--- config.mk ---
export PLATFORM = sky130hd
export DESIGN_NAME = serial_dbuf_core
export DESIGN_NICKNAME = d
export VERILOG_FILES = /design/src/rtl/sdb_pkg.sv /design/src/rtl/sdb_ctrl.sv /design/src/rtl/sdb_datapath.sv /design/src/rtl/serial_dbuf_core.sv
export SDC_FILE = /design/constraint.sdc
export NUM_CORES = 1
export LEC_CHECK = 0
export BUFFER_PORTS_ARGS = -buffer_cell sky130_fd_sc_hd__buf_2
export CORE_UTILIZATION = 55
export CTS_CLUSTER_SIZE = 30
export DETAILED_ROUTE_END_ITERATION = 12
export GPL_ROUTABILITY_DRIVEN = 1
export GPL_TIMING_DRIVEN = 0
export PLACE_DENSITY_LB_ADDON = 0.05
export SYNTH_ARGS = -nofsm -noshare
export SYNTH_HDL_FRONTEND = slang
export SYNTH_HIERARCHICAL = 1
export SYNTH_SLANG_ARGS = --single-unit
export TNS_END_PERCENT = 5
--- constraint.sdc ---
create_clock -name clk -period 2 [get_ports clk]
set_input_delay 0.2 -clock clk [delete_from_list [all_inputs] [get_ports clk]]
set_output_delay 0.2 -clock clk [all_outputs]
set_load 0.02 [all_outputs]
--- src/rtl/sdb_pkg.sv ---
package sdb_pkg;
  typedef struct packed {
    logic forceInit;
    logic txWrite;
    logic txLoad;
    logic txShift;
    logic rxShift;
    logic rxCommit;
  } sdbStrobes_t;
endpackage

--- src/rtl/sdb_ctrl.sv ---
module sdb_ctrl
  import sdb_pkg::*;
#(
  parameter int DATA_W = 8
) (
  input  logic        clk,
  input  logic        rstN,
  input  logic        standby,
  input  logic        txTick,
  input  logic        rxTick,
  input  logic        cpuAddr,
  input  logic        cpuWe,
  input  logic        cpuRe,
  output sdbStrobes_t strobes,
  output logic        txActive,
  output logic        txEmpty,
  output logic        rxFull,
  output logic        rxOverrun
);
  localparam int CNT_W = (DATA_W > 1) ? $clog2(DATA_W) : 1;
  localparam logic [CNT_W-1:0] LAST_BIT = CNT_W'(DATA_W - 1);

  logic [CNT_W-1:0] txCnt;
  logic [CNT_W-1:0] rxCnt;
  logic wrTx, rdRx, lastTxBit, txStop;

  always_comb begin
    wrTx      = cpuWe && !cpuAddr && !standby;
    rdRx      = cpuRe && cpuAddr && !standby;
    lastTxBit = txActive && (txCnt == LAST_BIT);
    txStop    = !standby && txTick && lastTxBit && txEmpty;

    strobes.forceInit = standby;
    strobes.txWrite   = wrTx;
    strobes.txLoad    = !standby && txTick && !txEmpty && (!txActive || lastTxBit);
    strobes.txShift   = !standby && txTick && txActive && !lastTxBit;
    strobes.rxShift   = !standby && rxTick;
    strobes.rxCommit  = !standby && rxTick && (rxCnt == LAST_BIT);
  end

  always_ff @(posedge clk or negedge rstN) begin
    if (!rstN) begin
      txActive  <= 1'b0;
      txEmpty   <= 1'b1;
      txCnt     <= '0;
      rxCnt     <= '0;
      rxFull    <= 1'b0;
      rxOverrun <= 1'b0;
    end else if (standby) begin
      txActive  <= 1'b0;
      txEmpty   <= 1'b1;
      txCnt     <= '0;
      rxCnt     <= '0;
      rxFull    <= 1'b0;
      rxOverrun <= 1'b0;
    end else begin
      if (wrTx)                txEmpty <= 1'b0;
      else if (strobes.txLoad) txEmpty <= 1'b1;

      if (strobes.txLoad)      txActive <= 1'b1;
      else if (txStop)         txActive <= 1'b0;

      if (strobes.txLoad)       txCnt <= '0;
      else if (strobes.txShift) txCnt <= txCnt + 1'b1;

      if (strobes.rxShift)
        rxCnt <= strobes.rxCommit ? '0 : rxCnt + 1'b1;

      if (strobes.rxCommit)    rxFull <= 1'b1;
      else if (rdRx)           rxFull <= 1'b0;

      if (strobes.rxCommit && rxFull) rxOverrun <= 1'b1;
      else if (rdRx && !strobes.rxCommit) rxOverrun <= 1'b0;
    end
  end
endmodule

--- src/rtl/sdb_datapath.sv ---
module sdb_datapath
  import sdb_pkg::*;
#(
  parameter int DATA_W = 8
) (
  input  logic              clk,
  input  logic              rstN,
  input  sdbStrobes_t       strobes,
  input  logic              txActive,
  input  logic              rxd,
  input  logic              cpuAddr,
  input  logic [DATA_W-1:0] cpuWdata,
  output logic [DATA_W-1:0] cpuRdata,
  output logic              txd
);
  localparam logic [DATA_W-1:0] TX_INIT = '1;
  localparam logic [DATA_W-1:0] RX_INIT = '0;

  logic [DATA_W-1:0] txBuf, txSh, rxSh, rxBuf;
  logic [DATA_W-1:0] rxNext;

  assign rxNext = {rxd, rxSh[DATA_W-1:1]};

  always_ff @(posedge clk or negedge rstN) begin
    if (!rstN) begin
      txBuf <= TX_INIT;
      txSh  <= TX_INIT;
      rxSh  <= RX_INIT;
      rxBuf <= RX_INIT;
    end else if (strobes.forceInit) begin
      txBuf <= TX_INIT;
      txSh  <= TX_INIT;
      rxSh  <= RX_INIT;
      rxBuf <= RX_INIT;
    end else begin
      if (strobes.txWrite) txBuf <= cpuWdata;

      if (strobes.txLoad)       txSh <= txBuf;
      else if (strobes.txShift) txSh <= {1'b1, txSh[DATA_W-1:1]};

      if (strobes.rxShift)  rxSh  <= rxNext;
      if (strobes.rxCommit) rxBuf <= rxNext;
    end
  end

  always_comb begin
    cpuRdata = cpuAddr ? rxBuf : txBuf;
    txd      = txActive ? txSh[0] : 1'b1;
  end
endmodule

--- src/rtl/serial_dbuf_core.sv ---
module serial_dbuf_core
  import sdb_pkg::*;
#(
  parameter int DATA_W = 8
) (
  input  logic              clk,
  input  logic              rstN,
  input  logic              standby,
  input  logic              txTick,
  input  logic              rxTick,
  input  logic              rxd,
  output logic              txd,
  input  logic              cpuAddr,
  input  logic              cpuWe,
  input  logic              cpuRe,
  input  logic [DATA_W-1:0] cpuWdata,
  output logic [DATA_W-1:0] cpuRdata,
  output logic              txEmpty,
  output logic              rxFull,
  output logic              rxOverrun
);
  sdbStrobes_t strobes;
  logic        txActive;

  sdb_ctrl #(.DATA_W(DATA_W)) ctrl (
    .clk(clk), .rstN(rstN), .standby(standby),
    .txTick(txTick), .rxTick(rxTick),
    .cpuAddr(cpuAddr), .cpuWe(cpuWe), .cpuRe(cpuRe),
    .strobes(strobes), .txActive(txActive),
    .txEmpty(txEmpty), .rxFull(rxFull), .rxOverrun(rxOverrun)
  );

  sdb_datapath #(.DATA_W(DATA_W)) dpath (
    .clk(clk), .rstN(rstN), .strobes(strobes), .txActive(txActive),
    .rxd(rxd), .cpuAddr(cpuAddr), .cpuWdata(cpuWdata),
    .cpuRdata(cpuRdata), .txd(txd)
  );
endmodule

Yosys cells after proc, flatten, opt, wreduce, memory -nomap -nowiden --
Cells that the tools add are included.
Cells by class: add/sub/neg operators 2, equality and inequality tests 2, muxes and demuxes 29, reductions and logical operators 31
Operators by type and width (number):
- 8-bit two-way mux | 10
- 3-bit two-way mux | 6
- 1-bit logical AND | 16
- 3-bit nonzero test | 5
- 1-bit two-way mux | 13
- 3-bit by 1-bit adder with 3-bit output, second input constant | 2
- 3-bit equality test, second input constant | 2
- 1-bit logical NOT | 6
- 2-bit nonzero test | 3
- 1-bit logical OR | 1
Storage, ports and cells: register bits after elaboration 42, output and inout bits 12, logic and storage cells 74

Longest topological paths before layout --
Gate-level depths: netlist of the first run.
depth in word-level cells 8, depth in mapped cells 7, depth with buffers taken out 6

Cells and area by module --
The synthesis of the first run kept the hierarchy.
By module, submodules not included:
- sdb_datapath | instances 1, cells an instance 114, area each 1437.6 um^2, seq. area each 795.8 um^2
- sdb_ctrl | instances 1, cells an instance 51, area each 556.8 um^2, seq. area each 251.5 um^2

Worst setup path after synthesis of the first run --
OpenSTA, ideal clock, no wires.
path type register -> register, from reg ctrl.txCnt[0], to reg dpath.txSh[6], data arrival time 1.623 ns, setup slack 0.277 ns, stages on the path, launching flop included 8, buffers on the path 2, path through dfrtp_1 -> ha_1 -> ha_1 -> nor4bb_4 -> buf_6 -> buf_4 -> mux2i_1 -> a22oi_1
RTL lines:
- from (decl) | line sdb_ctrl.sv:23 | logic [CNT_W-1:0] txCnt;
- from (signal assigned) | line sdb_ctrl.sv:64 | else if (strobes.txShift) txCnt <= txCnt + 1'b1;
- to (signal assigned) | line sdb_datapath.sv:38 | if (strobes.txLoad) txSh <= txBuf;
- to (signal assigned) | line sdb_datapath.sv:39 | else if (strobes.txShift) txSh <= {1'b1, txSh[DATA_W-1:1]};
- to (decl) | line sdb_datapath.sv:19 | logic [DATA_W-1:0] txBuf, txSh, rxSh, rxBuf;

==> results, run 1 <==
- For this block, the via count after detailed routing is 1325.
- At the end of routability-driven placement, the weighted congestion stood at 0.742.
- In the post-synthesis netlist, the cell with the most instances is sky130_fd_sc_hd__mux2i_1.
- The main combinational cell family by area after synthesis is multiplexers.
- The worst IR drop on VDD is 531 uV.
- The initial utilization of the core area, before any placement, comes to 58.4%.
- The post-route core utilization is 66.9%.
- The number of nets in the synthesized netlist is 186.
- Of the total power, the clock network draws 34.7%.
- The H-tree was split into 2 levels.
- The portion of the post-synthesis area used by sequential elements is 52.5%.
- The post-layout net count is 221.
- During synthesis, Yosys emitted a total of 6 warnings.
- The number of enable-type register cells in the synthesized netlist is 0.
- Summed over all nets, the switching power comes to 363 uW.
- The type of destination of the critical path is a register.
- The area of all placed cells without fillers is 2280 sq um.
- Entering global routing, the biggest net connects 42 pins.
- The post-CTS setup repair buffer count is 0.
- The number of endpoints with negative hold slack in the final report is 0.
- The endpoint with the worst hold slack is ctrl/rxCnt[2]$_DFFE_PN0P_.
- The number of distinct standard cells referenced by the synthesized netlist is 30.
- In this run switching power makes up 22.8% of total power.
- The y dimension of the die is 62.2 um.
- The CTS sink count is 41.
- Cells with a size suffix above 1 make up 40.3% of the layout.
- The clock-pin transition on the worst setup and hold timing paths is 110 ps.
- The commonest cells after synthesis are sky130_fd_sc_hd__mux2i_1, sky130_fd_sc_hd__dfrtp_1, sky130_fd_sc_hd__nor2_1.
- The core area is 3420 sq um.
- Summed over all instances, the cell type with the most area after synthesis is sky130_fd_sc_hd__dfrtp_1.
- In the routed layout, each cell is associated on average with a via count of 5.36.
- The combined global-route utilization of all metal layers is 21.2%.
- The number of setup violations in the final report is 0.
- The clock latency at the later pin of the worst-skew pair is 350 ps.
- In this run the horizontal extent of the chip is 62.2 um.
- Sequential cells burn 54.5% of the power.
- The quantity of I/O buffers inserted on ports is 27.
- Synthesis produced a netlist whose cell count is 165.
- The critical path arrival is 2120 ps.
- The area overhead of the layout relative to synthesis is 14.6%.
- The synthesized netlist devotes 13.0% of its cell area to simple gates.
- Static timing analysis puts the maximum clock frequency at 0.538 GHz.
- Once detail routing completed, the nets flagged for antenna violations numbered 0.
- Max-cap violations in this run came to 0.
- The number of global-route vias before repair was 1365.
- The area fraction of the dominant cell type after synthesis is 30.1%.
- The pin slew with the least headroom to its limit is 868 ps.
- The pre-antenna-repair detailed-routing pass consisted of 4 iterations.
- The number of register bits inferred by synthesis is 41.
- In the routed design, unresolved DRC markers number 0.
- Counting the buffers created by CTS gives 5.
- For this run, asynchronously set or reset flops after synthesis account for 100%.
- The startpoint-to-endpoint class of the critical path is register to register.
- The normalized max-slew margin is 42.2%.
- The combined area of all synthesized cells is 1990 sq um.
- The first-pass GRT wire length is 6.24 mm.
- The startpoint identified for the worst hold timing path is standby.
- The number of antenna violations at the first check in global routing is 0.
- Tracing the worst setup path back leads to its startpoint at ctrl/txCnt[0]$_DFFE_PN0P_.
- The tree is rooted in a sky130_fd_sc_hd__clkbuf_4.
- The combinational fraction of design power is 10.8%.
- Wires add up to 3.59 mm.
- The max-slew violation count came to 0.
- During I/O placement, the number of pins put on the boundary was 29.
- Summing the areas of all compound-gate instances in the mapped netlist gives 9.79% of the synthesized area.
- The capturing point of the worst reg2reg path is dpath/txSh[6]$_DFFE_PN1P_.
- Of the total synthesized cell area, the portion taken by XOR and XNOR cells is 0.439%.
- Of the available clock period, the critical path in the final layout requires 92.9%.
- The aggregate global routing overflow is 0.
- The element type at the critical path start is a register.
- The standby leakage power is 1.02 nW.
- The class of the most critical hold timing path is primary input to register.
- The longest clock path from root to sink contains 2 buffers.
- The synthesized netlist devotes 2.51% of its cell area to adder and majority cells.
- Setup repair after global routing left no endpoint under its margin.
- For this block, the initial DRC count from the detailed router was 39.
- TritonCTS built the clock tree.
- Power spread over the standard cell area amounts to 698 nW/um^2.
- The register-to-register setup slack is 140 ps.
- The final total negative setup slack is 0 ps.
- Sorting the synthesized cells by area gives the leading types as sky130_fd_sc_hd__dfrtp_1, sky130_fd_sc_hd__dfstp_2, sky130_fd_sc_hd__mux2i_1.
- The average size of a mapped cell is 12.1 sq um.
- Along the worst path, the maximum fanout reaches 8.
- The number of cells traversed by the worst hold path is 2.
- The floorplan row count is 21.
- The startpoint of the most critical register-to-register path is ctrl/txCnt[0]$_DFFE_PN0P_.
- For the worst flop-to-flop path, the logic depth is 7.
- The internal power of the cells totals 1.23 mW.
- Clock skew on the completed layout was measured at 10.8 ps.
- The placed wire-length estimate is 2.65 mm.
- The area of the die is 3870 sq um.
- Subtracting the final worst setup slack from the clock period gives 1860 ps.
- The flow ran to the end, and the final reports show no timing, DRC or antenna violations.
- Among all flip-flop cells after synthesis, the most frequent one is sky130_fd_sc_hd__dfrtp_1.
- The antenna diode count is 0.
- Measured against the total synthesized area, the mux share comes to 17.1%.
- In this run the cell area measured after placement is 2190 sq um.
- At the worst endpoint, the required time is 2260 ps.
- After detailed routing, the average wire length per cell comes to 14.5 um.
## area by class of cell
type	instances	area, sq um
plain buffers	12	86.3
multi-input cells	110	856
fillers	287	1130
flip-flops and latches	41	1050
inverters	2	7.51
clock inverters	1	30.0
clock buffers	7	55.1
repair buffers	28	145
well taps	46	57.6
## power groups by stage
| stage | sequential [mW] | combinational (mW) | clock (mW) |
|---|---|---|---|
| after global routing | 0.873 | 0.189 | 0.599 |
| after detailed placement | 0.884 | 0.171 | 0 |
| after global placement | 0.883 | 0.166 | 0 |
| after CTS | 0.870 | 0.174 | 0.572 |
| final | 0.870 | 0.172 | 0.553 |
| after floorplan | 0.881 | 0.109 | 0 |
## stage by stage
| step | hold WS [ps] | setup slack (ps) | total power [mW] | cells |
|---|---|---|---|---|
| 3_3_place_gp | 343 | 190 | 1.05 | 238 |
| 6_report | 46.3 | 142 | 1.60 | 247 |
| 2_1_floorplan | -95.6 | 277 | 0.991 | 165 |
| 3_5_place_dp | 360 | 115 | 1.06 | 238 |
| 4_1_cts | 30.6 | 88.5 | 1.62 | 247 |
| 5_1_grt | 37.3 | 22.1 | 1.66 | 247 |
## kinds of logic (layout without fill, tap and decap cells)
| group | after synthesis | in the layout |
|---|---|---|
| flops | 41 | 41 |
| simple gates | 49 | 49 |
| buf+inv | 14 | 50 |
| compound gates | 23 | 23 |
| mux | 33 | 33 |
| fa+ha+maj | 4 | 4 |
| xor+xnor | 1 | 1 |
## flip-flops by register name, summed over array words and instances, names as in the netlist
name / cells
dpath/txSh: 8
ctrl/rxCnt: 3
dpath/txBuf: 8
dpath/rxBuf: 8
ctrl/txActive: 1
ctrl/rxOverrun: 1
dpath/rxSh: 7
ctrl/txCnt: 3
ctrl/txEmpty: 1
ctrl/rxFull: 1
## worst max-delay path: stages (launching register included)
cell	delay, ps
sky130_fd_sc_hd__dfrtp_1	410
sky130_fd_sc_hd__ha_1	200
sky130_fd_sc_hd__ha_1	230
sky130_fd_sc_hd__nor4bb_4	290
sky130_fd_sc_hd__buf_6	150
sky130_fd_sc_hd__buf_4	180
sky130_fd_sc_hd__mux2i_1	200
sky130_fd_sc_hd__a22oi_1	100
## metal layers
layer  up-vias  share of wire, %  wire length [um]  track usage (%)
li1        642                 -                 -                -
met3         5               4.6               166             5.51
met1       645                46              1640             26.5
met4         0               1.6                59             7.85
met5         -                 0                 0                0
met2        33                48              1720             35.4
## how the worst max path moves through the flow
| stage | to | slack, ps | depth (start not counted) |
|---|---|---|---|
| floorplan | dpath/txSh[6]$_DFFE_PN1P_ | 280 | 7 |
| global placement | dpath/txSh[6]$_DFFE_PN1P_ | 190 | 6 |
| detailed placement | dpath/txSh[6]$_DFFE_PN1P_ | 110 | 6 |
| CTS | dpath/txSh[6]$_DFFE_PN1P_ | 90 | 6 |
| global route | dpath/txSh[5]$_DFFE_PN1P_ | 20 | 7 |
| finish | dpath/txSh[6]$_DFFE_PN1P_ | 140 | 7 |
## placed cells by master (no fill, tap or decap)
| cell type | n |
|---|---|
| sky130_fd_sc_hd__a22oi_1 | 1 |
| sky130_fd_sc_hd__nor2_1 | 23 |
| sky130_fd_sc_hd__nor3b_1 | 2 |
| sky130_fd_sc_hd__nand2b_1 | 3 |
| sky130_fd_sc_hd__bufinv_16 | 1 |
| sky130_fd_sc_hd__nor3_1 | 1 |
| sky130_fd_sc_hd__inv_1 | 2 |
| sky130_fd_sc_hd__dlygate4sd3_1 | 1 |
| sky130_fd_sc_hd__nand2_1 | 5 |
| sky130_fd_sc_hd__and3b_2 | 1 |
| sky130_fd_sc_hd__a211o_1 | 2 |
| sky130_fd_sc_hd__xnor2_1 | 1 |
| sky130_fd_sc_hd__o21bai_1 | 1 |
| sky130_fd_sc_hd__clkbuf_8 | 1 |
| sky130_fd_sc_hd__buf_4 | 3 |
| sky130_fd_sc_hd__a31o_1 | 1 |
| sky130_fd_sc_hd__dfstp_2 | 17 |
| sky130_fd_sc_hd__ha_1 | 4 |
| sky130_fd_sc_hd__nor4bb_4 | 1 |
| sky130_fd_sc_hd__clkbuf_4 | 5 |
| sky130_fd_sc_hd__mux2i_1 | 25 |
| sky130_fd_sc_hd__nor2_2 | 1 |
| sky130_fd_sc_hd__dfrtp_1 | 24 |
| sky130_fd_sc_hd__a21oi_1 | 3 |
| sky130_fd_sc_hd__and3_1 | 1 |
| sky130_fd_sc_hd__clkbuf_1 | 1 |
| sky130_fd_sc_hd__nor2b_1 | 10 |
| sky130_fd_sc_hd__a211o_2 | 6 |
| sky130_fd_sc_hd__a2bb2oi_1 | 6 |
| sky130_fd_sc_hd__buf_2 | 33 |
| sky130_fd_sc_hd__nand3b_1 | 1 |
| sky130_fd_sc_hd__a21o_2 | 1 |
| sky130_fd_sc_hd__mux2_2 | 8 |
| sky130_fd_sc_hd__buf_6 | 3 |
| sky130_fd_sc_hd__o211ai_1 | 1 |
| sky130_fd_sc_hd__o21ba_1 | 1 |
## timing repair
item | 4_1_cts | 5_1_grt
hold endpoints to repair | 24 | 0
resized for setup | 0 | 1
hold buffers | 1 | 0
setup endpoints to repair | 0 | 1
Note: power is estimated with default switching activity, not from simulation.
==> run 2, diff against run 1 <==
--- a/config.mk
+++ b/config.mk
@@ -5,13 +5,16 @@
 export SDC_FILE = /design/constraint.sdc
 export NUM_CORES = 1
 export LEC_CHECK = 0
+export ABC_CLOCK_PERIOD_IN_PS = 2000
 export BUFFER_PORTS_ARGS = -buffer_cell sky130_fd_sc_hd__buf_2
+export CORE_MARGIN = 8
 export CORE_UTILIZATION = 55
 export CTS_CLUSTER_SIZE = 30
 export DETAILED_ROUTE_END_ITERATION = 12
 export GPL_ROUTABILITY_DRIVEN = 1
 export GPL_TIMING_DRIVEN = 0
 export PLACE_DENSITY_LB_ADDON = 0.05
+export SETUP_SLACK_MARGIN = 0.5
 export SYNTH_ARGS = -nofsm -noshare
 export SYNTH_HDL_FRONTEND = slang
 export SYNTH_HIERARCHICAL = 1
==> results, run 2 (synthesis gave the netlist of run 1 again) <==
- Summed over all nets, the half-perimeter wirelength after detailed placement is 2.90 mm.
- The power density over cell area is 618 nW/um^2.
- The class of the most critical hold timing path is primary input to register.
- Leaving out fill and tap cells, the most frequent cells in the layout are sky130_fd_sc_hd__buf_2, sky130_fd_sc_hd__mux2i_1, sky130_fd_sc_hd__dfrtp_1, sky130_fd_sc_hd__nor2_1, sky130_fd_sc_hd__dfstp_2.
- The clock-pin transition on the worst setup and hold timing paths is 120 ps.
- The kind of cell adding the most delay to the critical path is flip-flops.
- Between clock sinks in the finished design, the worst skew comes to 7.33 ps.
- The first global-routing pass estimated 6.65 mm of wire.
- The area of the die is 5810 sq um.
- The number of antenna violations at the first check in global routing came to 0.
- The maximum fanout count along the critical path is 8.
- The startpoint of the worst hold path is cpuWdata[2].
- The initial utilization of the core area, before any placement, comes to 55.7%.
- The number of H-tree levels is 2.
- Of the total power, the share spent switching nets is 26.0%.
- In this run the horizontal extent of the chip is 76.2 um.
- The clock net in this run drives a total of 41 sinks.
- Sequential cells account for 60.1% of the total power.
- STA classifies the critical path startpoint as a register.
- Combinational logic is responsible for 12.5% of the overall power.
- The most common library cell in the layout ignoring fill and taps is sky130_fd_sc_hd__buf_2.
- The number of buffer and inverter stages on the critical path is 2.
- The type of destination of the critical path is a register.
- The number of global-route vias before repair was 1439.
- The worst register-to-register path begins at ctrl/txCnt[1]$_DFFE_PN0P_.
- The ratio of cells with drive above 1 in the final layout is 44.7%.
- The number of I/O pins is 29.
- The combined global-route utilization of all metal layers is 14.0%.
- The via count is 1335.
- Measured in cells, the most critical reg-to-reg path has a length of 7.
- The floorplan row count is 22.
- The root buffer cell is sky130_fd_sc_hd__clkbuf_4.
- The TritonCTS buffer count is 5.
- After detailed routing, the number of remaining DRC violations is 0.
- The normalized max-slew margin is 41.4%.
- In this run the critical register-to-register path is captured at dpath/txSh[5]$_DFFE_PN1P_.
- The required time of the critical path is 2280 ps.
- The number of buffers between clock root and the deepest sink is 2.
- The max-slew violation count is 0.
- Setup repair after global routing could not meet its margin everywhere.
- The minimum clock period after layout is 1680 ps.
- The power dissipated by switching net loads is 376 uW.
- The number of antenna diodes in the final layout is 0.
- Port buffering added 27 buffers.
- The endpoint with the worst hold slack is dpath/txBuf[2]$_DFFE_PN1P_.
- The flow ran to the end, and the final reports show no timing, DRC or antenna violations.
- The pin count of the biggest net entering global routing is 42.
- The largest registers in the layout are dpath/rxBuf: 8 flops, dpath/txBuf: 8 flops, dpath/txSh: 8 flops.
- The fraction of the cycle the final worst path needs is 83.8%.
- The core region is 3580 sq um.
- The number of cells traversed by the worst hold path is 2.
- The final total negative setup slack is 0 ps.
- Wires add up to 3.92 mm.
- The number of endpoints with negative hold slack in the final report is 0.
- The number of DRC violations after detailed-routing iteration 0 is 37.
- STA puts the critical path data arrival time at 1960 ps.
- The aggregate global routing overflow is 0.
- The critical path's largest stage delay is 400 ps.
- The final routed wire length divided by cell count is 15.4 um.
- The clock group share of total power is 27.4%.
- The register-to-register setup slack is 320 ps.
- The clock latency at the later pin of the worst-skew pair is 350 ps.
- The slowest stage of the critical path is the sky130_fd_sc_hd__dfrtp_1 cell.
- The highest clock rate is 0.597 GHz.
- The post-detailed-route count of antenna-violating nets is 0.
- The routed via count divided by cell count is 5.26.
- The standby leakage power is 1.04 nW.
- The post-layout net count is 226.
- The total internal power is 1.07 mW.
- The area overhead of the layout relative to synthesis is 17.3%.
- The tool flagged a number of max-cap violations equal to 0.
- The startpoint-to-endpoint class of the critical path is register to register.
- The pre-antenna-repair detailed-routing pass consisted of 4 iterations.
- The congestion estimate from routability-driven global placement came to 0.755.
- Measured on the finished design, the core utilization comes to 65.4%.
- TritonCTS built the clock tree.
- The worst-case IR drop observed on VDD is 473 uV.
- The pin slew with the least headroom to its limit is 880 ps.
- The die is 76.2 um tall.
- The number of setup violations in the final report is 0.
- Walking the worst path, the cells encountered are ha_2, ha_4, nor4bb_4, buf_6, buf_8, mux2i_2, a2bb2oi_2.
## run 2: area by class of cell
type,count,area [sq um]
sequential,41,1050
timing repair buffer,33,183
clock inverter,3,17.5
buffer,12,93.8
multi-input combinational,110,893
clock buffer,5,37.5
fill,296,1240
inverter,2,7.51
tap,48,60.1
## run 2: stage by stage
step                      instances  instance area, sq um  hold slack (ps)  worst slack, ps  power (mW)
after floorplan                 165                  2010            -95.6              376       0.991
after global placement          240                  2210              346              264        1.05
after detailed placement        240                  2210              372              193        1.06
after CTS                       253                  2330             36.1              321        1.47
after global routing            254                  2340             30.4              251        1.52
final                           254                  2340             51.2              324        1.45
## run 2: routing by layer
metal | routed length, um | track usage, % | vias up
met4 | 54 | 4.62 | 0
met5 | 0 | 0 | -
li1 | - | - | 649
met2 | 1860 | 22.9 | 28
met3 | 223 | 5.07 | 5
met1 | 1790 | 16.6 | 653
## run 2: power groups by stage
stage	registers, mW	clock network (mW)	logic (mW)
after floorplan	0.881	0	0.110
after global placement	0.883	0	0.169
after detailed placement	0.884	0	0.174
after CTS	0.870	0.413	0.183
after global routing	0.873	0.447	0.198
final	0.869	0.397	0.181
## run 2: worst register-to-register path, cell delays in order (launching register included)
cell	delay (ps)
sky130_fd_sc_hd__dfrtp_1	400
sky130_fd_sc_hd__ha_2	200
sky130_fd_sc_hd__ha_4	170
sky130_fd_sc_hd__nor4bb_4	270
sky130_fd_sc_hd__buf_6	140
sky130_fd_sc_hd__buf_8	130
sky130_fd_sc_hd__mux2i_2	240
sky130_fd_sc_hd__a2bb2oi_2	80
## run 2: how the worst max path moves through the flow
stage	from	end	cells after the start
2_1_floorplan	ctrl/txCnt[0]$_DFFE_PN0P_	dpath/txSh[6]$_DFFE_PN1P_	7
3_3_place_gp	ctrl/txCnt[0]$_DFFE_PN0P_	dpath/txSh[6]$_DFFE_PN1P_	6
3_5_place_dp	ctrl/txCnt[0]$_DFFE_PN0P_	dpath/txSh[6]$_DFFE_PN1P_	6
4_1_cts	ctrl/txCnt[1]$_DFFE_PN0P_	dpath/txSh[5]$_DFFE_PN1P_	7
5_1_grt	ctrl/txCnt[1]$_DFFE_PN0P_	dpath/txSh[6]$_DFFE_PN1P_	7
6_report	ctrl/txCnt[1]$_DFFE_PN0P_	dpath/txSh[5]$_DFFE_PN1P_	7
## run 2: repair_timing
| item | CTS | global route |
|---|---|---|
| setup endpoints to repair | 18 | 19 |
| resized for setup | 6 | 0 |
| hold buffers | 1 | 0 |
| hold endpoints to repair | 24 | 0 |
| setup buffers | 4 | 1 |
| pin swaps | 2 | 0 |
==> run 3, diff against run 2 <==
--- a/config.mk
+++ b/config.mk
@@ -5,10 +5,10 @@
 export SDC_FILE = /design/constraint.sdc
 export NUM_CORES = 1
 export LEC_CHECK = 0
-export ABC_CLOCK_PERIOD_IN_PS = 2000
+export ABC_CLOCK_PERIOD_IN_PS = 1500
 export BUFFER_PORTS_ARGS = -buffer_cell sky130_fd_sc_hd__buf_2
 export CORE_MARGIN = 8
-export CORE_UTILIZATION = 55
+export CORE_UTILIZATION = 51
 export CTS_CLUSTER_SIZE = 30
 export DETAILED_ROUTE_END_ITERATION = 12
 export GPL_ROUTABILITY_DRIVEN = 1
==> constraint.sdc (replaced) <==
create_clock -name clk -period 1.5 [get_ports clk]
set_input_delay 0.15 -clock clk [delete_from_list [all_inputs] [get_ports clk]]
set_output_delay 0.15 -clock clk [all_outputs]
set_load 0.02 [all_outputs]
==> results, run 3 (synthesis gave the netlist of run 1 again) <==
- In the layout the commonest cells are sky130_fd_sc_hd__mux2i_1, sky130_fd_sc_hd__dfrtp_1, sky130_fd_sc_hd__nor2_1, sky130_fd_sc_hd__buf_2, sky130_fd_sc_hd__dfstp_2.
- Leaving out fill and tap cells, the most frequent cell in the layout is sky130_fd_sc_hd__mux2i_1.
- The element type at the critical path start is a register.
- Net switching is 23.2% of the power.
- At the later pin of the worst-skew pair, clock insertion delay measures 280 ps.
- The maximum fanout count along the critical path is 8.
- Global routing used 13.5% of the available tracks.
- The worst IR drop on VDD is 592 uV.
- Once the floorplan was initialized, standard cells occupied 53.7% of the core.
- Detailed placement finished with a half-perimeter wire length of 2.90 mm.
- Internal power comes to 1.61 mW.
- The number of endpoints with negative hold slack in the final report is 24.
- The antenna diode count is 0.
- Across the routed clock network, the largest skew measured is 3.26 ps.
- The total area of multi-input combinational cells is 948 sq um.
- The via count is 1323.
- The standard cell with the maximum stage delay on the critical path is sky130_fd_sc_hd__dfrtp_1.
- The count of maximum capacitance violations is 0.
- In this run the static leakage power is 1.11 nW.
- The final reports fail on hold timing, setup timing.
- The highest clock rate is 0.598 GHz.
- The number of optimization iterations in the first detailed-route pass is 4.
- The max-slew violation count is 0.
- The post-layout net count is 226.
- The y dimension of the die is 78.5 um.
- The minimum clock period after layout is 1670 ps.
- The first routing iteration left 82 violations.
- On the final layout, the worst hold slack is -25.4 ps.
- The clock tree from TritonCTS is done.
- In the routed design, unresolved DRC markers number 0.
- Walking the worst path, the cells encountered are ha_2, ha_4, nor4bb_4, buf_6, buf_8, mux2i_1, a2bb2oi_1.
- The TritonCTS buffer count is 5.
- The flow ran to the end, but the final reports show violations.
- The total routed wirelength is 3.92 mm.
- Summed over all failing endpoints, the final setup total negative slack is -1480 ps.
- The area of all placed cells without fillers is 2500 sq um.
- In the routed layout, each cell is associated on average with a via count of 5.21.
- The post-place instance area is 2210 sq um.
- The type of destination of the critical path is a register.
- The aggregate global routing overflow is 0.
- Setup slack on the critical path of the routed design comes to -172 ps.
- Dividing total power by cell area gives a power density of 838 nW/um^2.
- In the final layout, the registers with the most flip-flops are dpath/rxBuf: 8 flops, dpath/txBuf: 8 flops, dpath/txSh: 8 flops.
- Pin placement for this block handled 29 I/O pins.
- On the worst path, the slowest cell contributes a delay of 390 ps.
- The pin count of the biggest net entering global routing is 42.
- The area overhead of the layout relative to synthesis is 25.5%.
- The normalized max-slew margin is 42.1%.
- The first global-routing pass estimated 6.54 mm of wire.
- The filler cells instantiated in the layout total 306.
- The critical path contains buffers and inverters numbering 2 combined.
- The number of H-tree levels is 2.
- The number of global-route vias before repair came to 1390.
- The kind of cell adding the most delay to the critical path is flip-flops.
- The number of setup violations in the final report is 11.
- The floorplan row count is 22.
- The number of antenna violations at the first check in global routing came to 0.
- The post-route core utilization is 67.3%.
- Combinational cells account for 13.2% of the total power.
- The power dissipated by switching net loads is 486 uW.
- The root buffer cell is sky130_fd_sc_hd__clkbuf_8.
- At the end of routability-driven placement, the weighted congestion stood at 0.732.
- After detailed routing, the average wire length per cell comes to 15.4 um.
- Data on the critical path arrives at its endpoint at 1880 ps.
- The worst hold path belongs to the class primary input to asynchronous set/reset pin.
- The number of buffers between clock root and the deepest sink is 2.
- The post-detailed-route count of antenna-violating nets is 0.
- Sequential cells burn 55.5% of the power.
- The startpoint-to-endpoint class of the critical path is register to register.
- The clock group share of total power is 31.4%.
- For this design, the sink count on the clock tree is 41.
- Setup repair after global routing could not meet its margin everywhere.
- The floorplan step defined a core boundary enclosing 3720 sq um.
- The die is 78.5 um wide.
- The pin slew with the least headroom to its limit is 869 ps.
- In the final layout, flip-flops and latches occupy 1050 sq um.
- Data on the critical path is required at its endpoint by 1710 ps.
- The clock-pin transition on the worst setup and hold timing paths is 70 ps.
- During placement, the flow inserted port buffers numbering 27.
- The fraction of the cycle the final worst path needs is 111%.
- The area of the die is 6170 sq um.
- Cells with a size suffix above 1 make up 45.1% of the layout.
==> run 3: per-layer routing <==
layer | global-route usage, % | vias to the layer above | part of all wire [%]
met5 | 0 | - | 0
met4 | 4.63 | 0 | 1.5
met3 | 5.01 | 6 | 3.3
met2 | 23.1 | 20 | 54
met1 | 15.2 | 646 | 41
li1 | - | 651 | -
==> run 3: path summary, 6_finish.rpt <==
| check | endpoint | slack [ps] | cells after the start | from |
|---|---|---|---|---|
| max in group asynchronous | ctrl/txCnt[1]$_DFFE_PN0P_ | 980 | 1 | rstN |
| worst min register to register | dpath/txSh[2]$_DFFE_PN1P_ | 520 | 1 | dpath/txBuf[2]$_DFFE_PN1P_ |
| worst max-delay path | dpath/txSh[0]$_DFFE_PN1P_ | -170 | 7 | ctrl/txCnt[0]$_DFFE_PN0P_ |
| worst max register to register | dpath/txSh[0]$_DFFE_PN1P_ | -170 | 7 | ctrl/txCnt[0]$_DFFE_PN0P_ |
| worst min-delay path | ctrl/rxCnt[1]$_DFFE_PN0P_ | -30 | 1 | rstN |
| min in group clk | ctrl/txActive$_DFFE_PN0P_ | 70 | 2 | standby |
==> run 3: metrics by stage <==
stage	instances	power, mW	setup slack (ps)
floorplan	165	1.32	-124
global placement	240	1.40	-206
detailed placement	240	1.41	-258
CTS	251	2.13	-170
global route	254	2.21	-256
finish	254	2.10	-172
==> run 3: power groups by stage <==
stage          registers [mW]  logic (mW)  clock network (mW)
2_1_floorplan            1.17       0.146                   0
3_3_place_gp             1.18       0.225                   0
3_5_place_dp             1.18       0.232                   0
4_1_cts                  1.16       0.275               0.693
5_1_grt                  1.17       0.302               0.745
6_report                 1.16       0.277               0.658
==> run 3: area by class of cell <==
type	count	share of cell area (%)
tap	48	2.40
multi-input combinational	110	37.9
inverter	2	0.300
buffer	12	4.15
sequential	41	41.8
timing repair buffer	33	10.2
clock buffer	8	3.20
==> run 3: repair_timing <==
action / CTS / global route
gates resized for setup: 38 / 7
endpoints found under the hold margin: 4 / 0
setup endpoints to repair: 37 / 40
buffers inserted: 3 / 3
cloned: 0 / 0
pin swaps: 14 / 7
